[src/rtl/txq_pkg.sv]
// Shared constants for the transmit queue merger.
// Assumes the wide layout is the largest one; narrow-layout limits are derived from it.
package txq_pkg;
    localparam int CLS_MAX  = 8;
    localparam int CLS_FAST = 4;
    localparam int CLS_W    = $clog2(CLS_MAX);
    localparam int MCQ_MAX  = CLS_MAX / 2;
    localparam int MCQ_FAST = CLS_FAST / 2;
    localparam int MCQ_W    = $clog2(MCQ_MAX);
endpackage

[src/rtl/txq_uc_list.sv]
// Unicast store: a shared node pool plus one singly linked list per class.
// Assumes pop_i is only asserted for a non-empty class. A push with no free node is dropped.
module txq_uc_list #(
    parameter int NODES = 16,
    parameter int HW    = 8,
    parameter int TS_W  = 16,
    parameter int NCLS  = 8
) (
    input  logic                    clk,
    input  logic                    rst_n,
    input  logic                    push_i,
    input  logic [$clog2(NCLS)-1:0] push_cls_i,
    input  logic [HW-1:0]           push_handle_i,
    input  logic [TS_W-1:0]         push_ts_i,
    input  logic                    pop_i,
    input  logic [$clog2(NCLS)-1:0] pop_cls_i,
    output logic [NCLS-1:0]         nonempty_o,
    output logic [HW-1:0]           head_handle_o [NCLS],
    output logic [TS_W-1:0]         head_ts_o [NCLS]
);
    localparam int NW = $clog2(NODES);
    localparam int CW = $clog2(NCLS);

    logic [NODES-1:0] free_q;
    logic [NW-1:0]    nxt_q  [NODES];
    logic [HW-1:0]    hdl_q  [NODES];
    logic [TS_W-1:0]  ts_q   [NODES];
    logic [NW-1:0]    head_q [NCLS];
    logic [NW-1:0]    tail_q [NCLS];
    logic [NW:0]      cnt_q  [NCLS];
    logic [NW-1:0]    alloc;
    logic             any_free;
    logic             acc;

    // Lowest-numbered free node is the allocation candidate.
    always_comb begin
        alloc    = '0;
        any_free = 1'b0;
        for (int i = NODES - 1; i >= 0; i--) begin
            if (free_q[i]) begin
                alloc    = NW'(i);
                any_free = 1'b1;
            end
        end
    end

    assign acc = push_i && any_free;

    // Node payload and link storage; written only when a node is allocated or linked.
    always_ff @(posedge clk) begin
        if (acc) begin
            hdl_q[alloc] <= push_handle_i;
            ts_q[alloc]  <= push_ts_i;
            if (cnt_q[push_cls_i] != '0) nxt_q[tail_q[push_cls_i]] <= alloc;
        end
    end

    // Free map, list heads, tails and counts.
    always_ff @(posedge clk) begin
        if (!rst_n) begin
            free_q <= '1;
            for (int c = 0; c < NCLS; c++) begin
                head_q[c] <= '0;
                tail_q[c] <= '0;
                cnt_q[c]  <= '0;
            end
        end else begin
            if (acc) begin
                free_q[alloc]      <= 1'b0;
                tail_q[push_cls_i] <= alloc;
                if (cnt_q[push_cls_i] == '0) head_q[push_cls_i] <= alloc;
            end
            if (pop_i) begin
                free_q[head_q[pop_cls_i]] <= 1'b1;
                if (acc && push_cls_i == pop_cls_i && cnt_q[pop_cls_i] == (NW+1)'(1))
                    head_q[pop_cls_i] <= alloc;
                else
                    head_q[pop_cls_i] <= nxt_q[head_q[pop_cls_i]];
            end
            for (int c = 0; c < NCLS; c++) begin
                case ({acc && push_cls_i == CW'(c), pop_i && pop_cls_i == CW'(c)})
                    2'b10:   cnt_q[c] <= cnt_q[c] + 1'b1;
                    2'b01:   cnt_q[c] <= cnt_q[c] - 1'b1;
                    default: cnt_q[c] <= cnt_q[c];
                endcase
            end
        end
    end

    // Expose each class head.
    always_comb begin
        for (int c = 0; c < NCLS; c++) begin
            nonempty_o[c]    = cnt_q[c] != '0;
            head_handle_o[c] = hdl_q[head_q[c]];
            head_ts_o[c]     = ts_q[head_q[c]];
        end
    end
endmodule

[src/rtl/txq_mc_fifo.sv]
// One multicast FIFO holding handle and arrival stamp.
// Assumes DEPTH is a power of two, at least 2. A push while full (pre-edge) is dropped.
module txq_mc_fifo #(
    parameter int DEPTH = 4,
    parameter int HW    = 8,
    parameter int TS_W  = 16
) (
    input  logic            clk,
    input  logic            rst_n,
    input  logic            push_i,
    input  logic [HW-1:0]   push_handle_i,
    input  logic [TS_W-1:0] push_ts_i,
    input  logic            pop_i,
    output logic            nonempty_o,
    output logic            full_o,
    output logic [HW-1:0]   head_handle_o,
    output logic [TS_W-1:0] head_ts_o
);
    localparam int AW = $clog2(DEPTH);

    logic [HW-1:0]   hdl_mem [DEPTH];
    logic [TS_W-1:0] ts_mem  [DEPTH];
    logic [AW-1:0]   rd_q, wr_q;
    logic [AW:0]     cnt_q;
    logic            wr_en;

    assign full_o     = cnt_q == (AW+1)'(DEPTH);
    assign nonempty_o = cnt_q != '0;
    assign wr_en      = push_i && !full_o;

    // Entry storage.
    always_ff @(posedge clk) begin
        if (wr_en) begin
            hdl_mem[wr_q] <= push_handle_i;
            ts_mem[wr_q]  <= push_ts_i;
        end
    end

    // Pointers and occupancy.
    always_ff @(posedge clk) begin
        if (!rst_n) begin
            rd_q  <= '0;
            wr_q  <= '0;
            cnt_q <= '0;
        end else begin
            if (wr_en) wr_q <= wr_q + 1'b1;
            if (pop_i) rd_q <= rd_q + 1'b1;
            case ({wr_en, pop_i})
                2'b10:   cnt_q <= cnt_q + 1'b1;
                2'b01:   cnt_q <= cnt_q - 1'b1;
                default: cnt_q <= cnt_q;
            endcase
        end
    end

    assign head_handle_o = hdl_mem[rd_q];
    assign head_ts_o     = ts_mem[rd_q];
endmodule

[src/rtl/txq_hol_select.sv]
// Head-of-line selector: strict priority across classes, age order within a class.
// Even class 2m merges multicast FIFO m; equal stamps favour unicast. Purely combinational.
module txq_hol_select
    import txq_pkg::*;
#(
    parameter int HW   = 8,
    parameter int TS_W = 16
) (
    input  logic                gig_i,
    input  logic [CLS_MAX-1:0]  uc_ne_i,
    input  logic [HW-1:0]       uc_hdl_i [CLS_MAX],
    input  logic [TS_W-1:0]     uc_ts_i  [CLS_MAX],
    input  logic [MCQ_MAX-1:0]  mc_ne_i,
    input  logic [HW-1:0]       mc_hdl_i [MCQ_MAX],
    input  logic [TS_W-1:0]     mc_ts_i  [MCQ_MAX],
    output logic                any_o,
    output logic [CLS_W-1:0]    cls_o,
    output logic                pick_mc_o,
    output logic [HW-1:0]       handle_o
);
    logic [CLS_MAX-1:0] live;
    logic [CLS_MAX-1:0] cand_mc;
    logic [HW-1:0]      cand_hdl [CLS_MAX];

    for (genvar c = 0; c < CLS_MAX; c++) begin : g_cls
        if (c % 2 == 0) begin : g_pair
            localparam int M = c / 2;
            logic            m_here;
            logic [TS_W-1:0] diff;
            // Multicast FIFO counts only when its index exists in the current layout.
            assign m_here      = mc_ne_i[M] && (gig_i || (M < MCQ_FAST));
            assign diff        = mc_ts_i[M] - uc_ts_i[c];
            assign cand_mc[c]  = m_here && (!uc_ne_i[c] || diff[TS_W-1]);
            assign cand_hdl[c] = cand_mc[c] ? mc_hdl_i[M] : uc_hdl_i[c];
            assign live[c]     = (gig_i || (c < CLS_FAST)) && (uc_ne_i[c] || m_here);
        end else begin : g_solo
            assign cand_mc[c]  = 1'b0;
            assign cand_hdl[c] = uc_hdl_i[c];
            assign live[c]     = (gig_i || (c < CLS_FAST)) && uc_ne_i[c];
        end
    end

    // Highest live class overrides lower ones.
    always_comb begin
        any_o     = 1'b0;
        cls_o     = '0;
        pick_mc_o = 1'b0;
        handle_o  = '0;
        for (int c = 0; c < CLS_MAX; c++) begin
            if (live[c]) begin
                any_o     = 1'b1;
                cls_o     = CLS_W'(c);
                pick_mc_o = cand_mc[c];
                handle_o  = cand_hdl[c];
            end
        end
    end
endmodule

[src/rtl/txq_merge.sv]
// Top: per-class unicast lists and multicast FIFOs of one egress port, merged by age.
// Assumes gig_mode_i changes only while all queues are empty.
module txq_merge
    import txq_pkg::*;
#(
    parameter int HANDLE_W = 8,
    parameter int NODES    = 16,
    parameter int MC_DEPTH = 4,
    parameter int TS_W     = 16
) (
    input  logic                clk,
    input  logic                rst_n,
    input  logic                gig_mode_i,
    input  logic                uc_enq_i,
    input  logic [2:0]          uc_cls_i,
    input  logic [HANDLE_W-1:0] uc_handle_i,
    input  logic                mc_enq_i,
    input  logic [1:0]          mc_q_i,
    input  logic [HANDLE_W-1:0] mc_handle_i,
    input  logic                port_rdy_i,
    output logic                deq_vld_o,
    output logic [HANDLE_W-1:0] deq_handle_o,
    output logic [2:0]          deq_cls_o,
    output logic                deq_mc_o,
    output logic                mc_ovf_o
);
    logic [TS_W-1:0]     ts_q;
    logic                uc_push, mc_push, pop;
    logic [CLS_MAX-1:0]  uc_ne;
    logic [HANDLE_W-1:0] uc_hdl [CLS_MAX];
    logic [TS_W-1:0]     uc_ts  [CLS_MAX];
    logic [MCQ_MAX-1:0]  mc_ne, mc_full;
    logic [HANDLE_W-1:0] mc_hdl [MCQ_MAX];
    logic [TS_W-1:0]     mc_ts  [MCQ_MAX];
    logic                sel_any, sel_mc;
    logic [CLS_W-1:0]    sel_cls;
    logic [HANDLE_W-1:0] sel_hdl;

    // Arrival stamp source.
    always_ff @(posedge clk) begin
        if (!rst_n) ts_q <= '0;
        else        ts_q <= ts_q + 1'b1;
    end

    assign uc_push = uc_enq_i && (gig_mode_i || !uc_cls_i[CLS_W-1]);
    assign mc_push = mc_enq_i && (gig_mode_i || !mc_q_i[MCQ_W-1]);
    assign pop     = port_rdy_i && sel_any;

    txq_uc_list #(.NODES(NODES), .HW(HANDLE_W), .TS_W(TS_W), .NCLS(CLS_MAX)) u_uc (
        .clk(clk), .rst_n(rst_n),
        .push_i(uc_push), .push_cls_i(uc_cls_i), .push_handle_i(uc_handle_i), .push_ts_i(ts_q),
        .pop_i(pop && !sel_mc), .pop_cls_i(sel_cls),
        .nonempty_o(uc_ne), .head_handle_o(uc_hdl), .head_ts_o(uc_ts)
    );

    for (genvar m = 0; m < MCQ_MAX; m++) begin : g_mc
        txq_mc_fifo #(.DEPTH(MC_DEPTH), .HW(HANDLE_W), .TS_W(TS_W)) u_fifo (
            .clk(clk), .rst_n(rst_n),
            .push_i(mc_push && mc_q_i == MCQ_W'(m)), .push_handle_i(mc_handle_i), .push_ts_i(ts_q),
            .pop_i(pop && sel_mc && sel_cls[CLS_W-1:1] == MCQ_W'(m)),
            .nonempty_o(mc_ne[m]), .full_o(mc_full[m]),
            .head_handle_o(mc_hdl[m]), .head_ts_o(mc_ts[m])
        );
    end

    txq_hol_select #(.HW(HANDLE_W), .TS_W(TS_W)) u_sel (
        .gig_i(gig_mode_i),
        .uc_ne_i(uc_ne), .uc_hdl_i(uc_hdl), .uc_ts_i(uc_ts),
        .mc_ne_i(mc_ne), .mc_hdl_i(mc_hdl), .mc_ts_i(mc_ts),
        .any_o(sel_any), .cls_o(sel_cls), .pick_mc_o(sel_mc), .handle_o(sel_hdl)
    );

    // Registered dequeue result and overflow pulse.
    always_ff @(posedge clk) begin
        if (!rst_n) begin
            deq_vld_o    <= 1'b0;
            deq_handle_o <= '0;
            deq_cls_o    <= '0;
            deq_mc_o     <= 1'b0;
            mc_ovf_o     <= 1'b0;
        end else begin
            deq_vld_o <= pop;
            if (pop) begin
                deq_handle_o <= sel_hdl;
                deq_cls_o    <= sel_cls;
                deq_mc_o     <= sel_mc;
            end
            mc_ovf_o <= mc_push && mc_full[mc_q_i];
        end
    end
endmodule

[config.mk]
export PLATFORM = sky130hd
export DESIGN_NAME = txq_merge
export DESIGN_NICKNAME = d
export VERILOG_FILES = /design/src/rtl/txq_pkg.sv /design/src/rtl/txq_uc_list.sv /design/src/rtl/txq_mc_fifo.sv /design/src/rtl/txq_hol_select.sv /design/src/rtl/txq_merge.sv
export SDC_FILE = /design/constraint.sdc
export NUM_CORES = 2
export LEC_CHECK = 0
export CAP_MARGIN = 40
export CORE_MARGIN = 5
export CORE_UTILIZATION = 50
export CTS_BUF_LIST = sky130_fd_sc_hd__clkbuf_16
export DETAILED_ROUTE_END_ITERATION = 7
export PLACE_DENSITY = 0.7
export SYNTH_ARGS = -nofsm -noshare
export SYNTH_HDL_FRONTEND = slang
export SYNTH_SLANG_ARGS = --single-unit
export TNS_END_PERCENT = 5
[constraint.sdc]
create_clock -name clk -period 8.25 [get_ports clk]
set_input_delay 1.65 -clock clk [delete_from_list [all_inputs] [get_ports clk]]
set_output_delay 1.65 -clock clk [all_outputs]
set_load 0.05 [all_outputs]
==> impl_metrics.toml <==
[outcome]
status = "finished clean"

[placed_design]
dp_hpwl_um = 111300
port_buffers = 40
place_area_um2 = 59020
place_congestion = 0.9835
dp_slack_ps = 938.7

[timing]
fin_crit_sh = 0.9071
tightest_slew_ps = 1001
max_slew_margin = 0.3281
finalHoldViolCount = 0
max_freq_ghz = 0.1336
finalSetupViolations = 0
fin_crit_ps = 7483
fin_skew_ps = 29.04
drv_slew = 0
final.setup.tns_ps = 0
rsz0062_at_grt = "false"
setup_ws_ps = 766.7

[drt]
ant_nets = 0
drtIter0Drc = 5583
drt-total-wl_um = 170900
drc = 0
viasPerCell = 7.035
drt_pre_antenna_iters = 6
num_vias = 35600
drt-wirelength-per-cell_um = 33.77

[power]
vdd_drop_max_uv = 165.4
static-leakage-power_nw = 20.46
powerDensity_nw_per_um2 = 193.0

[global_routing]
grt_max_degree = 81
grt_pass1_wl_um = 247900
grt_usage = 0.2892
grt_pass1_vias = 34950
grt_overflow = 0
grt_antenna_before_repair = 5

[cells_and_area]
drive_gt1_frac = 0.3088
mostFrequentLayoutCell = "edfxtp_1"
finalInstanceArea_um2 = 62550
nNetsFinal = 3617
area_growth_pct = 11.77
final_util = 0.5637
final_cell_mix = "edfxtp_1, mux4_2, nor2_1"
fillers = 8416

[cts]
tritoncts = "done"
cts-root-buf = "clkbuf_16"
cts_buffers = 103
htreeDepth = 3
postCtsSetupRepairBufs = 0
holdBufCountCts = 0
post_cts_resized = 0
clk_latency_ps = 720
clk_pin_slew_worst_paths_ps = 60
cts_max_path_buffers = 3
cts.sinks = 1018

[floorplan]
die_area_um2 = 118700
core_area_um2 = 111000
die_width_um = 344.6
ioPinCount = 41
start_util = 0.5043
die_y_um = 344.6
rows = 122

[worst_setup_path]
cp.required_ps = 8680
arrival_ps = 7920
r2r_slack_ps = 770
worstSetupStartpointType = "register"
ff2ff_path_depth = 26
path_max_fanout = 14
r2r-end = "u_uc.cnt_q[4][4]$_SDFFCE_PN0P_"
critical_path_class = "reg -> reg"
end_kind = "register"
r2r-start = "u_uc.head_q[2][1]$_DFFE_PP_"

[yosys]
avgSynthCellArea_um2 = 16.47
yosysTopAreaCellShare = 0.5022
synth_area_um2 = 55970
ys_warn_count = 0
yosysSeqAreaShare = 0.5315
syn-num-nets = 3535
ys_ff_latch = 1018
yosysTopAreaCell = "edfxtp_1"
async_flop_share = 0
synth-edff-count = 936
synthCells = 3398
ys_types = 83
ys.flop_type = "edfxtp_1"
synthTopCellsByArea = "edfxtp_1, mux4_2, dfxtp_1, ha_1, nor2_1"

[job]
drv_cap = 0

[worst_hold_path]
min_delay_path_depth = 2
hp-class = "reg -> reg"
holdPathEnd = "g_mc[0].u_fifo.cnt_q[1]$_SDFFE_PN0P_"
min_from = "g_mc[0].u_fifo.cnt_q[1]$_SDFFE_PN0P_"
cells by family (layout without fill, tap and decap cells):
| family | after synthesis | after routing | share of synthesized area |
|---|---|---|---|
| other cells | 0 | 4 | 0 |
| flops | 1018 | 1018 | 0.5315 |
| compound gates | 420 | 420 | 0.05350 |
| buf+inv | 378 | 549 | 0.02636 |
| fa+ha+maj | 110 | 110 | 0.02513 |
| simple gates | 615 | 615 | 0.05189 |
| xor+xnor | 69 | 69 | 0.01080 |
| mux | 788 | 788 | 0.3008 |
through the flow:
| step | total power, W | instances | hold slack [ps] |
|---|---|---|---|
| after detailed placement | 0.007321 | 4861 | 508.3 |
| after floorplan | 0.006807 | 3398 | 461.9 |
| after CTS | 0.01211 | 5055 | 522.8 |
| final | 0.01207 | 5061 | 525.4 |
| after global placement | 0.007291 | 4831 | 484.4 |
| after global routing | 0.01243 | 5059 | 538.4 |
flip-flops by register name, indices dropped and copies added, names as in the netlist, 3 cells and up, named ones only:
signal and cells:
g_mc.u_fifo.ts_mem 256, u_uc.ts_q 256, g_mc.u_fifo.hdl_mem 128, u_uc.hdl_q 128, u_uc.nxt_q 64, u_uc.cnt_q 40, u_uc.head_q 32, u_uc.tail_q 32
ts_q 16, u_uc.free_q 16, g_mc.u_fifo.cnt_q 12, deq_handle_o 8, g_mc.u_fifo.rd_q 8, g_mc.u_fifo.wr_q 8, deq_cls_o 3
layer usage:
| layer | up-vias | GRT usage | wire length (um) | share of wire |
|---|---|---|---|---|
| met5 | - | 0.002859 | 0 | 0 |
| met4 | 0 | 0.1594 | 12080 | 0.071 |
| met3 | 537 | 0.08284 | 21050 | 0.12 |
| met2 | 2529 | 0.4464 | 79360 | 0.46 |
| met1 | 18180 | 0.3729 | 58430 | 0.34 |
| li1 | 14360 | - | - | - |
where the power goes:
group	internal [W]	switching, W	leakage (nW)
sequential	0.00568	0.0000921	9.43
combinational	0.000637	0.000839	9.28
clock	0.00274	0.00209	1.76
total	0.00905	0.00302	20.5
synth_stat cells, drive strengths merged (5+ instances only):
cell	n
edfxtp	936
mux4	714
nor2	236
clkbuf	149
nand2	146
inv	139
ha	106
buf	87
a21oi	86
dfxtp	82
o21ai	80
mux2i	63
xor2	40
nor3	38
nand3	37
and2	36
a22o	29
xnor2	29
a22oi	27
o211ai	27
o221ai	27
nand4	21
or3	20
nor2b	19
a21o	17
a211oi	13
a221oi	13
nor4	13
a32o	12
o31ai	12
and3	11
mux2	11
nand2b	11
a31oi	10
o22ai	10
a211o	9
a221o	9
or4	9
a311oi	8
nor4b	5
layout make-up:
type                       count  area [um2]  area share
sequential                  1018       29750      0.4757
antenna                        4       10.01   0.0001600
clock buffer                 103        2577     0.04120
clock inverter                91       918.4     0.01468
inverter                     142       533.0    0.008521
timing repair buffer         213        2031     0.03246
tap                         1488        1862     0.02976
multi-input combinational   2002       24870      0.3975
worst max-delay path, cell delays in order, from the launching register on:
cell	delay, ps
edfxtp_1	880
buf_4	370
mux4_2	320
mux4_2	480
inv_1	160
ha_1	200
nand4_1	150
or3_1	420
or4_1	570
a311oi_1	330
a211o_1	460
a2bb2o_4	260
a311o_1	330
nor2_1	290
buf_4	230
nand2_1	100
inv_1	100
ha_1	180
nand2_1	200
xnor2_1	220
ha_1	230
nor2_1	140
nor2_1	80
o221ai_1	190
nand2b_1	90
xnor2_1	150
nor2_1	50
worst max-delay path by stage:
stage | startpoint | to | slack, ps | cells past startpoint
4_1_cts | u_uc.head_q[2][1]$_DFFE_PP_ | u_uc.cnt_q[4][4]$_SDFFCE_PN0P_ | 860 | 26
3_5_place_dp | u_uc.head_q[2][1]$_DFFE_PP_ | u_uc.cnt_q[4][4]$_SDFFCE_PN0P_ | 940 | 26
6_report | u_uc.head_q[2][1]$_DFFE_PP_ | u_uc.cnt_q[4][4]$_SDFFCE_PN0P_ | 770 | 26
2_1_floorplan | u_uc.head_q[4][0]$_DFFE_PP_ | u_uc.cnt_q[6][4]$_SDFFCE_PN0P_ | 300 | 31
3_3_place_gp | u_uc.head_q[4][1]$_DFFE_PP_ | u_uc.cnt_q[4][4]$_SDFFCE_PN0P_ | 1040 | 27
5_1_grt | u_uc.head_q[2][1]$_DFFE_PP_ | u_uc.cnt_q[4][4]$_SDFFCE_PN0P_ | 520 | 26
Note: power is estimated with default switching activity, not from simulation.
